==> config.mk <==
export PLATFORM = sky130hd
export DESIGN_NAME = mem_err_logger
export DESIGN_NICKNAME = d
export VERILOG_FILES = /design/src/rtl/mel_pkg.sv /design/src/rtl/mel_mem_status.sv /design/src/rtl/mel_bus_err.sv /design/src/rtl/mel_irq_cfg.sv /design/src/rtl/mem_err_logger.sv
export SDC_FILE = /design/constraint.sdc
export NUM_CORES = 1
export LEC_CHECK = 0
export BUFFER_PORTS_ARGS = -buffer_cell sky130_fd_sc_hd__clkbuf_2
export CAP_MARGIN = 40
export CORE_MARGIN = 5
export CORE_UTILIZATION = 57
export CTS_CLUSTER_SIZE = 28
export DETAILED_ROUTE_END_ITERATION = 7
export HOLD_SLACK_MARGIN = 0.12
export MAX_ROUTING_LAYER = met4
export PLACE_DENSITY = 0.86
export REMOVE_ABC_BUFFERS = 1
export SKIP_CTS_REPAIR_TIMING = 1
export SKIP_LAST_GASP = 1
export SLEW_MARGIN = 20
export SYNTH_ARGS = -nofsm -noshare
export SYNTH_HDL_FRONTEND = slang
export SYNTH_SLANG_ARGS = --single-unit
==> constraint.sdc <==
create_clock -name clk -period 3.5 [get_ports clk]
set_input_delay 0.35 -clock clk [delete_from_list [all_inputs] [get_ports clk]]
set_output_delay 0.35 -clock clk [all_outputs]
set_load 0.01 [all_outputs]
==> src/rtl/mel_pkg.sv <==
package mel_pkg;

   typedef enum logic [3:0] {
      IDX_STAT     = 4'd0,
      IDX_STAT_RC  = 4'd1,
      IDX_ADDR_HI  = 4'd2,
      IDX_ADDR_LO  = 4'd3,
      IDX_SYND0    = 4'd4,
      IDX_MEM_IRQ  = 4'd8,
      IDX_BUS_IRQ  = 4'd9,
      IDX_BUS_ERR  = 4'd10
   } reg_idx_e;

   typedef struct packed {
      logic       en;
      logic [7:0] prio;
      logic       zero;
      logic [6:0] dest;
   } irq_cfg_t;

endpackage

==> src/rtl/mel_mem_status.sv <==
module mel_mem_status #(
   parameter int ADDR_W = 40,
   parameter int SYND_W = 64
) (
   input  logic              clk,
   input  logic              rst_n,
   input  logic [2:0]        evt,
   input  logic [ADDR_W-1:0] addr,
   input  logic [SYND_W-1:0] synd,
   input  logic              clr,
   output logic [3:0]        status,
   output logic [ADDR_W-1:0] cap_addr,
   output logic [SYND_W-1:0] cap_synd
);
   logic [3:0] prior;
   logic       hit;
   logic       two;
   logic       mult;

   always_comb begin
      prior = clr ? 4'd0 : status;
      hit   = |evt;
      two   = (evt[0] & evt[1]) | (evt[0] & evt[2]) | (evt[1] & evt[2]);
      mult  = hit && ((prior != 4'd0) || two);
   end

   always_ff @(posedge clk) begin
      if (!rst_n) begin
         status   <= '0;
         cap_addr <= '0;
         cap_synd <= '0;
      end else begin
         status <= prior | {mult, evt};
         if (hit && prior == 4'd0) begin
            cap_addr <= addr;
            cap_synd <= synd;
         end
      end
   end
endmodule

==> src/rtl/mel_bus_err.sv <==
module mel_bus_err #(
   parameter int BITS = 4
) (
   input  logic            clk,
   input  logic            rst_n,
   input  logic [BITS-1:0] evt,
   input  logic            clr,
   output logic [BITS-1:0] err
);
   always_ff @(posedge clk) begin
      if (!rst_n) err <= '0;
      else        err <= (clr ? '0 : err) | evt;
   end
endmodule

==> src/rtl/mel_irq_cfg.sv <==
module mel_irq_cfg
   import mel_pkg::*;
(
   input  logic        clk,
   input  logic        rst_n,
   input  logic        wr,
   input  logic [15:0] wbits,
   output irq_cfg_t    cfg
);
   always_ff @(posedge clk) begin
      if (!rst_n) cfg <= '0;
      else if (wr) begin
         cfg.en   <= wbits[15];
         cfg.prio <= wbits[14:7];
         cfg.zero <= 1'b0;
         cfg.dest <= wbits[6:0];
      end
   end
endmodule

==> src/rtl/mem_err_logger.sv <==
module mem_err_logger
   import mel_pkg::*;
#(
   parameter int ADDR_W  = 40,
   parameter int SLICES  = 4,
   parameter int SLICE_W = 16,
   localparam int SYND_W = SLICES * SLICE_W
) (
   input  logic              clk,
   input  logic              rst_n,
   input  logic [2:0]        mem_evt,
   input  logic [ADDR_W-1:0] mem_addr,
   input  logic [SYND_W-1:0] mem_synd,
   input  logic [3:0]        bus_evt,
   input  logic              reg_rd,
   input  logic              reg_wr,
   input  logic [3:0]        reg_idx,
   input  logic [31:0]       reg_wdata,
   output logic [31:0]       reg_rdata,
   output logic              mem_irq_req,
   output logic [7:0]        mem_irq_prio,
   output logic [6:0]        mem_irq_dest,
   output logic              bus_irq_req,
   output logic [7:0]        bus_irq_prio,
   output logic [6:0]        bus_irq_dest
);
   localparam int SYND_BASE = int'(IDX_SYND0);

   if (ADDR_W <= 32 || ADDR_W > 64) begin : g_bad_addr
      $error("mem_err_logger: ADDR_W must be 33..64");
   end
   if (SLICES < 1 || SLICES > 4) begin : g_bad_slices
      $error("mem_err_logger: SLICES must be 1..4");
   end
   if (SLICE_W < 1 || SLICE_W > 32) begin : g_bad_slice_w
      $error("mem_err_logger: SLICE_W must be 1..32");
   end

   logic              rc_clr;
   logic              bus_clr;
   logic [3:0]        status;
   logic [ADDR_W-1:0] cap_addr;
   logic [SYND_W-1:0] cap_synd;
   logic [3:0]        bus_err;
   logic [15:0]       cfg_bits;
   irq_cfg_t          cfg [2];
   logic [SLICE_W-1:0] slc [SLICES];
   logic [31:0]       rd_mux;
   logic              unused_wdata;

   assign rc_clr       = reg_rd && (reg_idx == IDX_STAT_RC);
   assign bus_clr      = reg_wr && (reg_idx == IDX_BUS_ERR);
   assign cfg_bits     = {reg_wdata[16:8], reg_wdata[6:0]};
   assign unused_wdata = ^{reg_wdata[31:17], reg_wdata[7]};

   mel_mem_status #(.ADDR_W(ADDR_W), .SYND_W(SYND_W)) u_stat (
      .clk      (clk),
      .rst_n    (rst_n),
      .evt      (mem_evt),
      .addr     (mem_addr),
      .synd     (mem_synd),
      .clr      (rc_clr),
      .status   (status),
      .cap_addr (cap_addr),
      .cap_synd (cap_synd)
   );

   mel_bus_err #(.BITS(4)) u_bus (
      .clk   (clk),
      .rst_n (rst_n),
      .evt   (bus_evt),
      .clr   (bus_clr),
      .err   (bus_err)
   );

   for (genvar g = 0; g < 2; g++) begin : g_cfg
      localparam reg_idx_e SEL = (g == 0) ? IDX_MEM_IRQ : IDX_BUS_IRQ;
      mel_irq_cfg u_cfg (
         .clk   (clk),
         .rst_n (rst_n),
         .wr    (reg_wr && (reg_idx == SEL)),
         .wbits (cfg_bits),
         .cfg   (cfg[g])
      );
   end

   for (genvar s = 0; s < SLICES; s++) begin : g_slice
      assign slc[s] = cap_synd[s*SLICE_W +: SLICE_W];
   end

   always_comb begin
      rd_mux = '0;
      case (reg_idx)
         IDX_STAT, IDX_STAT_RC: rd_mux = {28'd0, status};
         IDX_ADDR_HI:           rd_mux = 32'(cap_addr[ADDR_W-1:32]);
         IDX_ADDR_LO:           rd_mux = cap_addr[31:0];
         IDX_MEM_IRQ:           rd_mux = {15'd0, cfg[0]};
         IDX_BUS_IRQ:           rd_mux = {15'd0, cfg[1]};
         IDX_BUS_ERR:           rd_mux = {28'd0, bus_err};
         default:               rd_mux = '0;
      endcase
      for (int i = 0; i < SLICES; i++) begin
         if (int'(reg_idx) == SYND_BASE + i) rd_mux = 32'(slc[i]);
      end
   end

   always_ff @(posedge clk) begin
      if (!rst_n) begin
         reg_rdata   <= '0;
         mem_irq_req <= 1'b0;
         bus_irq_req <= 1'b0;
      end else begin
         reg_rdata   <= reg_rd ? rd_mux : '0;
         mem_irq_req <= cfg[0].en & (mem_evt[2] | mem_evt[0]);
         bus_irq_req <= cfg[1].en & bus_evt[3];
      end
   end

   assign mem_irq_prio = cfg[0].prio;
   assign mem_irq_dest = cfg[0].dest;
   assign bus_irq_prio = cfg[1].prio;
   assign bus_irq_dest = cfg[1].dest;
endmodule

=== Word level (Yosys, flattened, before mapping) ===
Index checks and enable logic that the tools add are counted.

* Word-level logic and storage cells: 57
* Input bits: 151
* Output and inout bits: 64
* Flip-flop bits (word level): 178

* Reductions and logical operators: 14
* Bitwise operators: 12
* Muxes and demuxes: 7
* Equality and inequality tests: 10

{| class="wikitable"
|+ Operators by type and width
! kind !! count
|-
| $pmux 32 s6 || 1
|-
| $mux 16 || 4
|-
| $eq 4x4->1 const B || 7
|-
| $eq 4x2->1 const B || 2
|-
| $logic_not 4->1 || 2
|-
| $mux 4 || 2
|-
| $or 4x4->4 || 2
|-
| $logic_and 1x1->1 || 6
|-
| $reduce_or 6->1 || 1
|-
| $and 1x1->1 || 5
|-
| $eq 4x1->1 const B || 1
|-
| $reduce_bool 4->1 || 1
|-
| $or 1x1->1 || 3
|-
| $reduce_or 3->1 || 1
|-
| $not 1->1 || 2
|-
| $reduce_and 2->1 || 1
|-
| $reduce_or 2->1 || 1
|-
| $logic_or 1x1->1 || 1
|}

=== Logic depth before layout (Yosys ltp) ===
Gate-level depths: netlist of run 1.

* Depth after elaboration: 7
* Gate-level depth with buffers: 6
* Mapped depth without buffers: 4

=== Cells and area by module ===
Synthesis of run 1 repeated with hierarchy kept, for this count alone.

* Cells, all modules: 876
* Area, all modules: 8100.3 um^2

{| class="wikitable"
|+ By module, submodules not included
! module !! times used !! area an instance (um^2) !! sequential area each (um^2) !! cells an instance
|-
| mel_mem_status || 1 || 4346.7 || 2162.1 || 473
|-
| mem_err_logger || 1 || 2364.8 || 680.7 || 285
|-
| mel_irq_cfg || 2 || 626.9 || 320.3 || 53
|-
| mel_bus_err || 1 || 135.1 || 80.1 || 12
|}

=== Worst setup path before layout of run 1 ===
Ideal clock, no wire load.

* Kind: input port to flip-flop
* Start: input reg_idx[0]
* End: register u_stat.cap_synd[10]
* Required time: 3.428 ns
* Arrival time: 1.400 ns
* Path slack: 2.028 ns
* Stages: 6
* Cells stage by stage: nor2b_2 > a31oi_4 > nor2_4 > buf_6 > buf_8 > mux2i_1

* Word-level cells in the longest chain between the ends: 5

{| class="wikitable"
|+ Ends and longest elaborated chain
! what !! RTL line !! source
|-
| from (decl) || mem_err_logger.sv:17 || <nowiki>input logic [3:0] reg_idx,</nowiki>
|-
| $eq 4x1->1 || mem_err_logger.sv:51 || <nowiki>assign rc_clr = reg_rd && (reg_idx == IDX_STAT_RC);</nowiki>
|-
| $logic_and 1x1->1 || mem_err_logger.sv:51 ||
|-
| $mux 4 || mel_mem_status.sv:21 || <nowiki>prior = clr ? 4'd0 : status;</nowiki>
|-
| $logic_not 4->1 || mel_mem_status.sv:34 || <nowiki>if (hit && prior == 4'd0) begin</nowiki>
|-
| $logic_and 1x1->1 || mel_mem_status.sv:34 ||
|-
| to (signal assigned) || mel_mem_status.sv:36 || <nowiki>cap_synd <= synd;</nowiki>
|-
| to (decl) || mel_mem_status.sv:13 || <nowiki>output logic [SYND_W-1:0] cap_synd</nowiki>
|}

Every way passes these cells.
A chain may end at the register's enable or synchronous reset.

=== Final worst setup path of run 1 ===
* Start: register u_stat.status[2]
* End: register u_stat.cap_addr[38]

* Word-level cells in the longest chain between the ends: 3

{| class="wikitable"
|+ Ends and longest elaborated chain
! what !! RTL line !! source
|-
| from (decl) || mel_mem_status.sv:11 || <nowiki>output logic [3:0] status,</nowiki>
|-
| from (signal assigned) || mel_mem_status.sv:33 || <nowiki>status <= prior | {mult, evt};</nowiki>
|-
| $mux 4 || mel_mem_status.sv:21 ||
|-
| $logic_not 4->1 || mel_mem_status.sv:34 ||
|-
| $logic_and 1x1->1 || mel_mem_status.sv:34 ||
|-
| to (signal assigned) || mel_mem_status.sv:35 || <nowiki>cap_addr <= addr;</nowiki>
|-
| to (decl) || mel_mem_status.sv:12 || <nowiki>output logic [ADDR_W-1:0] cap_addr,</nowiki>
|}

Every way passes these cells.

==> flow_summary.ini, run 1 <==
[outcome]
status = complete, no violations

[global_routing]
grt_pass1_vias = 6587
grt_max_degree = 175
grt-ovfl-total = 0
grt_pass1_wl_mm = 32.8
antenna_found_initial = 0
gr-usage-all-layers_pct = 25.8

[setup_path]
rr_endpoint = u_stat.cap_addr[38]
crit_arrival_ns = 2.37
reg2reg_from = u_stat.status[2]
crit_family = simple AND/OR/NAND/NOR gates
reg2regPathDepth = 5
start_kind = flop
cp_slowest_cell = nor2_4
worst-path-buf-inv = 1
worstPathRequired_ns = 3.85
cp-end-kind = flop
worstPathCellList = nor4_4 > a31oi_4 > nor2_4 > buf_12 > mux2i_1
critPathKind = flop to flop
worst-path-max-fanout = 38
r2r_slack_ns = 1.47
worst_path_largest_cell_delay_ns = 0.53

[floorplanning]
fp.dieH_um = 129
ioPinCount = 215
core-area_um2 = 13800
start_util_pct = 58.0
std_cell_rows = 43
die_area_um2 = 16500
die_x_um = 129

[detailed_routing]
first_pass_iters = 5
route.detailed.drc = 0
initialDrtViolationCount = 505
vias_per_cell = 5.42
wl_per_cell_um = 16.9
final_antenna_net_count = 0
dr_total_vias = 6706
drt-total-wl_mm = 20.9

[sta]
relSlewSlack_pct = 45.0
fin_crit_ns = 2.03
finalSetupViolations = 0
fmax_mhz = 493
hold_viol_final = 0
skew_ns = 0.00832
slew_violations = 0
holdWs_ns = 0.142
fin_crit_sh_pct = 57.9
setup_tns_ns = 0
rsz0062_at_grt = no
worst_pin_slew_ns = 0.823

[synthesis]
avgSynthCellArea_um2 = 8.79
synth_compound_area_share_pct = 13.1
netlist_area_um2 = 8020
synth_cells = 912
yosysSeqAreaShare_pct = 44.4
yosysTopAreaCell = dfxtp_1
post-synth-top-count-cell = nand2_1
synthXorXnorAreaFrac_pct = 0
synth_seq_cells = 178
synthArstFlopShare_pct = 0
yosysUniqueCellTypes = 55
yosysWarnings = 0
synth_top_area_share_pct = 44.4
synth-edff-count = 0
synth_top_family_by_area = simple AND/OR/NAND/NOR gates
synthAdderAreaFrac_pct = 0
synth_flop_cell = dfxtp_1
synthSimpleGateAreaFrac_pct = 19.1
synthTopCellsByCount = nand2_1 (278), dfxtp_1 (178), mux2i_1 (120)
synth_area_leaders = dfxtp_1 (44%), mux2i_1 (15%), nand2_1 (13%), buf_4 (3.7%), a21boi_1 (1.9%)
synth_mux_area_share_pct = 15.5

[power]
p_total_w = 0.00454
peakVddDrop_mv = 0.330
leakagePower_nw = 3.89
power.density_nw_per_um2 = 485

[placement]
numPortBuffers = 198
dp_hpwl_mm = 14.4
place_area_um2 = 8770
dp.cells = 1206
place_congestion = 0.853

[clocking]
clock_path_buffers = 2
cts_buffers = 17
clk_latency_ns = 0.43
path_clk_slew_ns = 0.07
cts_max_level = 4
clockRootBuffer = clkbuf_16
cts.sinks = 178
cts_tree = built

[finish]
postLayoutCellArea_um2 = 9360
finalNetCount = 1196
finalNonFillerCells = 1237
antennaDiodeCount = 0
area_delta_synth_final_pct = 16.7
drive_gt1_share_pct = 24.3

[hold_path]
hold_end = u_stat.cap_synd[61]
min-delay-start = mem_synd[61]
hold_class = input port to flop
min_path_cells = 3

[run]
cap_violations = 0
[sequential cells by signal, indices dropped and copies added (netlist names)]
| signal | cells |
|---|---|
| bus_irq_req | 1 |
| g_cfg.u_cfg.cfg | 32 |
| mem_irq_req | 1 |
| reg_rdata | 32 |
| u_bus.err | 4 |
| u_stat.cap_addr | 40 |
| u_stat.cap_synd | 64 |
| u_stat.status | 4 |
[worst max path at each step]
stage                          endpoint  slack [ns]              from  depth (start not counted)
floorplan            u_stat.cap_addr[0]        0.17        reg_idx[0]                          4
global placement           reg_rdata[6]        0.98        reg_idx[1]                          6
detailed placement  u_stat.cap_addr[25]        1.15        reg_idx[2]                          6
CTS                 u_stat.cap_synd[32]        1.49  u_stat.status[2]                          5
global route        u_stat.cap_addr[25]        1.39  u_stat.status[2]                          5
finish              u_stat.cap_addr[38]        1.47  u_stat.status[2]                          5
[cell type report]
| cell class | count | area (µm²) |
|---|---|---|
| Clock buffer | 21 | 480 |
| Clock inverter | 10 | 100 |
| Fill cell | 1099 | 4470 |
| Inverter | 6 | 22.5 |
| Multi-Input combinational cell | 631 | 3830 |
| Sequential cell | 178 | 3560 |
| Tap cell | 180 | 225 |
| Timing Repair Buffer | 211 | 1130 |
[placed cells by master (no fill, tap or decap), drive strengths merged, types with 10 or more instances in the layout]
cell and instances:
nand2 278, clkbuf 218, dfxtp 178, mux2i 120, a21boi 32, a21oi 28, a22oi 19, nor2 18
and2 16, o21ai 16, nor2b 15, buf 14, o22ai 12, o21a 10
[per-layer routing]
layer  vias to the layer above  track usage, %  part of all wire, %
met3                        36            6.10                  7.5
met4                         0            9.33                  2.2
li1                       3313               -                    -
met2                       237            41.5                   47
met1                      3120            31.7                   43
met5                         -               -                    0
[where the power goes]
part           switching, W  internal, W
Combinational      0.000282     0.000222
Sequential        0.0000531      0.00212
Clock              0.000805      0.00106
Total               0.00114      0.00340
[cell families (layout without fill, tap and decap cells)]
kind of cell,count (synthesis),after routing
buf+inv,103,248
mux,124,124
flops,178,178
simple gates,356,356
compound gates,151,151
[worst min-delay path, delay by kind of cell]
family	cells	cell delay [ns]
buf+inv	1	0.08
simple gates	1	0.04
mux	1	0.05
[metrics by stage]
step | setup WS [ns] | utilization [%]
3_3_place_gp | 0.982 | 63.4
5_1_grt | 1.39 | 67.7
4_1_cts | 1.49 | 67.7
2_1_floorplan | 0.169 | -
6_report | 1.47 | 67.7
3_5_place_dp | 1.15 | 63.5
Note: power is estimated with default switching activity, not from simulation.
==> run 2: changes to the inputs <==
CORE_UTILIZATION = 48   (was 57)
PLACE_DENSITY = 0.77   (was 0.86)
clock period = 1.7 ns   (was 3.5 ns; I/O delays follow)
==> flow_summary.ini, run 2 (same netlist as run 1, synthesis figures left out) <==
[outcome]
status = complete, no violations

[finish]
finalNetCount = 1360
final_cell_mix = nand2_1 (278), clkbuf_2 (197), dfxtp_1 (178)
regMostFlops = u_stat.cap_synd
largest_reg_flops = 64
final_common_cell = nand2_1
area_delta_synth_final_pct = 38.2
drive_gt1_share_pct = 23.7
reg_top3 = u_stat.cap_synd (64), u_stat.cap_addr (40)
finalNonFillerCells = 1443

[sta]
fin_crit_sh_pct = 95.9
finalSetupViolations = 0
hold_viol_final = 0
rsz0062_at_grt = no
fin_crit_ns = 1.63
skew_ns = 0.00755
fmax_mhz = 614
final.setup.worst_slack_ns = 0.0701
worst_pin_slew_ns = 0.498
slew_violations = 0
relSlewSlack_pct = 66.8

[detailed_routing]
first_pass_iters = 5
dr_total_vias = 7395
vias_per_cell = 5.12
top_layer_used = met4
met2_length_mm = 11.6
met3WireLength_mm = 1.77
final_antenna_net_count = 0
wl_per_cell_um = 16.7
initialDrtViolationCount = 554
route.detailed.drc = 0
wl_met1_mm = 10.2
drt-total-wl_mm = 24.2

[floorplanning]
die_x_um = 139
std_cell_rows = 47
core-area_um2 = 16500
start_util_pct = 48.7
die_area_um2 = 19400
ioPinCount = 215
fp.dieH_um = 139

[global_routing]
grt_pass1_wl_mm = 33.6
grt_max_degree = 124
gr-usage-all-layers_pct = 22.2
antenna_found_initial = 1
grt-ovfl-total = 0
grt_pass1_vias = 6513

[power]
power.density_nw_per_um2 = 899
p_total_w = 0.00997
combPwrFrac_pct = 13.9
p_switching_w = 0.00245
leakagePower_nw = 4.66
power_frac_clock_pct = 41.3
seqPwrFrac_pct = 44.8
swShare_pct = 24.5
peakVddDrop_mv = 0.743
p_int_w = 0.00752

[clocking]
clock_path_buffers = 2
cts.sinks = 178
path_clk_slew_ns = 0.07
clockRootBuffer = clkbuf_16
cts_buffers = 17
cts_max_level = 4
cts_tree = built
clk_latency_ns = 0.43

[setup_path]
worst-path-max-fanout = 22
cp_slowest_cell = dfxtp_1
start_kind = flop
critPathKind = flop to flop
cp-end-kind = flop
worstPathRequired_ns = 2.05
crit_arrival_ns = 1.98
reg2reg_from = u_stat.status[2]
worst_path_largest_cell_delay_ns = 0.37
worstPathCellList = nor4_4 > a31oi_4 > nor2_4 > buf_4 > clkbuf_16 > mux2i_1
startpoint = u_stat.status[2]

[hold_path]
hold_class = input port to flop
min-delay-start = reg_rd

[placement]
dp_hpwl_mm = 15.3
place_congestion = 0.845
numPortBuffers = 198
dp.cells = 1277
place_ws_ns = 0.0862

[run]
cap_violations = 0
run 2: cell count changes in the layout (fill, tap and decap cells not counted), sizes merged, moves of 2 or more:
cell         delta
dlygate4sd3   +130
clkinv          +3
inv             -2
clkinvlp        -2
buf            +33
bufinv          +2
run 2: cell type report:
class,instances,area [µm²]
diodes,1,2.50
clock buffers,21,470
clock inverters,11,154
fillers,1234,5380
inverters,6,22.5
multi-input cells,631,3830
flip-flops and latches,178,3560
well taps,220,275
repair buffers,375,2770
run 2: critical path, delay by kind of cell (launching register included):
kind / cells / cell delay [ns]
AOI/OAI and AO/OA: 1 / 0.08
buffers and inverters: 2 / 0.38
DFF: 1 / 0.37
muxes: 1 / 0.21
and+or+nand+nor: 2 / 0.50
run 2: final timing paths:
check | end | slack, ns | cells after the start
worst max register to register | u_stat.cap_synd[57] | 0.07 | 6
worst min-delay path | reg_rdata[7] | 0.14 | 3
worst min register to register | u_stat.cap_synd[6] | 0.45 | 2
worst max-delay path | u_stat.cap_synd[57] | 0.07 | 6
run 2: metrics by stage:
stage	util, %	setup TNS (ns)	hold WS [ns]	area, µm²
2_1_floorplan	-	-166.92	0.246	7410
3_3_place_gp	55.4	0	0.401	9120
5_1_grt	67.3	0	0.144	11100
3_5_place_dp	55.4	0	0.406	9120
6_report	67.3	0	0.143	11100
4_1_cts	59.2	0	-0.0593	9740
run 2: power groups by stage:
stage / Sequential, W / Clock, W / Combinational, W
floorplan: 0.00454 / 0 / 0.000570
global placement: 0.00456 / 0 / 0.00109
detailed placement: 0.00456 / 0 / 0.00110
CTS: 0.00447 / 0.00418 / 0.00111
global route: 0.00449 / 0.00437 / 0.00150
finish: 0.00447 / 0.00412 / 0.00139
run 2: routing by layer:
layer / GRT usage, % / up-vias
met1: 29.0 / 3383
li1: - / 3653
met3: 5.87 / 51
met4: 7.47 / 0
met5: - / -
met2: 33.7 / 308
==> run 3: changes to the inputs <==
CORE_MARGIN = default   (was 5)
==> flow_summary.ini, run 3 (same netlist as run 1, synthesis figures left out) <==
[sta]
finalSetupViolations = 0
relSlewSlack_pct = 65.9
rsz0062_at_grt = no
fin_crit_sh_pct = 94.0
worst_pin_slew_ns = 0.511
skew_ns = 0.00683
fmax_mhz = 626
fin_crit_ns = 1.60
holdWs_ns = 0.197
slew_violations = 0
hold_viol_final = 0

[hold_path]
hold_class = input port to flop

[global_routing]
antenna_found_initial = 0
grt_max_degree = 123
gr-usage-all-layers_pct = 25.6
grt_pass1_vias = 6632
grt-ovfl-total = 0
grt_pass1_wl_mm = 33.9

[setup_path]
start_kind = flop
worst-path-buf-inv = 2
cp-end-kind = flop
cp_slowest_cell = dfxtp_1
crit_arrival_ns = 1.96
worst-path-max-fanout = 24
critPathKind = flop to flop
worst_path_largest_cell_delay_ns = 0.35
r2r_slack_ns = 0.10
crit_family = simple AND/OR/NAND/NOR gates
worstPathCellList = nor4_4 > a31oi_4 > nor2_4 > buf_12 > clkbuf_16 > mux2i_1
worstPathRequired_ns = 2.06

[finish]
drive_gt1_share_pct = 23.4
fillers = 1193
regMostFlops = u_stat.cap_synd
antennaDiodeCount = 0
multi_input_area_um2 = 3830
finalNonFillerCells = 1438
area_delta_synth_final_pct = 37.9
final_common_cell = nand2_1
finalNetCount = 1360
seqCellArea_um2 = 3560
largest_reg_flops = 64
final_cell_mix = nand2_1 (278), clkbuf_2 (197), dfxtp_1 (178)
reg_top3 = u_stat.cap_synd (64), u_stat.cap_addr (40)

[clocking]
clk_latency_ns = 0.44
clockRootBuffer = clkbuf_16
path_clk_slew_ns = 0.07
clock_path_buffers = 2
cts_tree = built
cts.sinks = 178
cts_buffers = 17
cts_max_level = 4

[detailed_routing]
dr_total_vias = 7536
initialDrtViolationCount = 593
first_pass_iters = 5
drt-total-wl_mm = 24.1
final_antenna_net_count = 0
vias_per_cell = 5.24
route.detailed.drc = 0
wl_per_cell_um = 16.8

[power]
leakagePower_nw = 4.63
peakVddDrop_mv = 0.728
power.density_nw_per_um2 = 885

[run]
cap_violations = 0

[floorplanning]
std_cell_rows = 46
die_x_um = 131
start_util_pct = 49.8
fp.dieH_um = 131
ioPinCount = 215
die_area_um2 = 17200
core-area_um2 = 16100

[outcome]
status = complete, no violations

[placement]
dp_hpwl_mm = 14.8
place_congestion = 0.855
dp.cells = 1271
numPortBuffers = 198
run 3: changes by cell type in the layout (fill, tap and decap cells not counted), sizes merged:
cell         before  now
buf              47   44
dlygate4sd3     130  133
clkinvlp          2    4
bufinv            3    2
clkbuf          219  218
clkinv            6    5
diode             1    0
inv               6    7
run 3: power breakdown:
part	switching (W)	internal, W	total, W
logic	0.000676	0.000728	0.00140
registers	0.000113	0.00436	0.00448
clock network	0.00170	0.00221	0.00391
run 3: layer usage:
layer	GRT usage [%]	part of all wire (%)	up-vias
met5	-	0	-
met4	10.6	2.6	0
met3	6.64	6.5	54
met2	39.2	48	307
met1	31.9	43	3533
li1	-	-	3642
run 3: final cells by class:
class	count	area share [%]
inverters	6	0.204
flip-flops and latches	178	32.2
well taps	216	2.44
clock buffers	20	4.04
multi-input cells	631	34.6
repair buffers	375	25.2
clock inverters	12	1.21
run 3: final timing paths:
kind	from	cells after the start	endpoint
worst max register to register	u_stat.status[3]	6	u_stat.cap_addr[28]
worst min register to register	u_stat.cap_addr[23]	2	u_stat.cap_addr[23]
worst min-delay path	reg_rd	3	reg_rdata[7]
worst max-delay path	u_stat.status[3]	6	u_stat.cap_addr[28]
run 3: metrics by stage:
stage	setup WS, ns	utilization, %	total power, W	cell area [µm²]	TNS (ns)
2_1_floorplan	-1.60	-	0.00511	7410	-166.92
3_3_place_gp	0.0997	56.5	0.00565	9100	0
3_5_place_dp	0.0283	56.5	0.00567	9100	0
4_1_cts	0.0206	60.1	0.00954	9680	0
5_1_grt	0.0259	68.6	0.0101	11100	0
6_report	0.102	68.6	0.00979	11100	0
run 3: worst min-delay path: cells and delay by family:
| kind | cells | cell delay, ns |
|---|---|---|
| buffers and inverters | 1 | 0.14 |
| AO/OA/AOI/OAI | 1 | 0.08 |
| AND/OR/NAND/NOR | 1 | 0.19 |
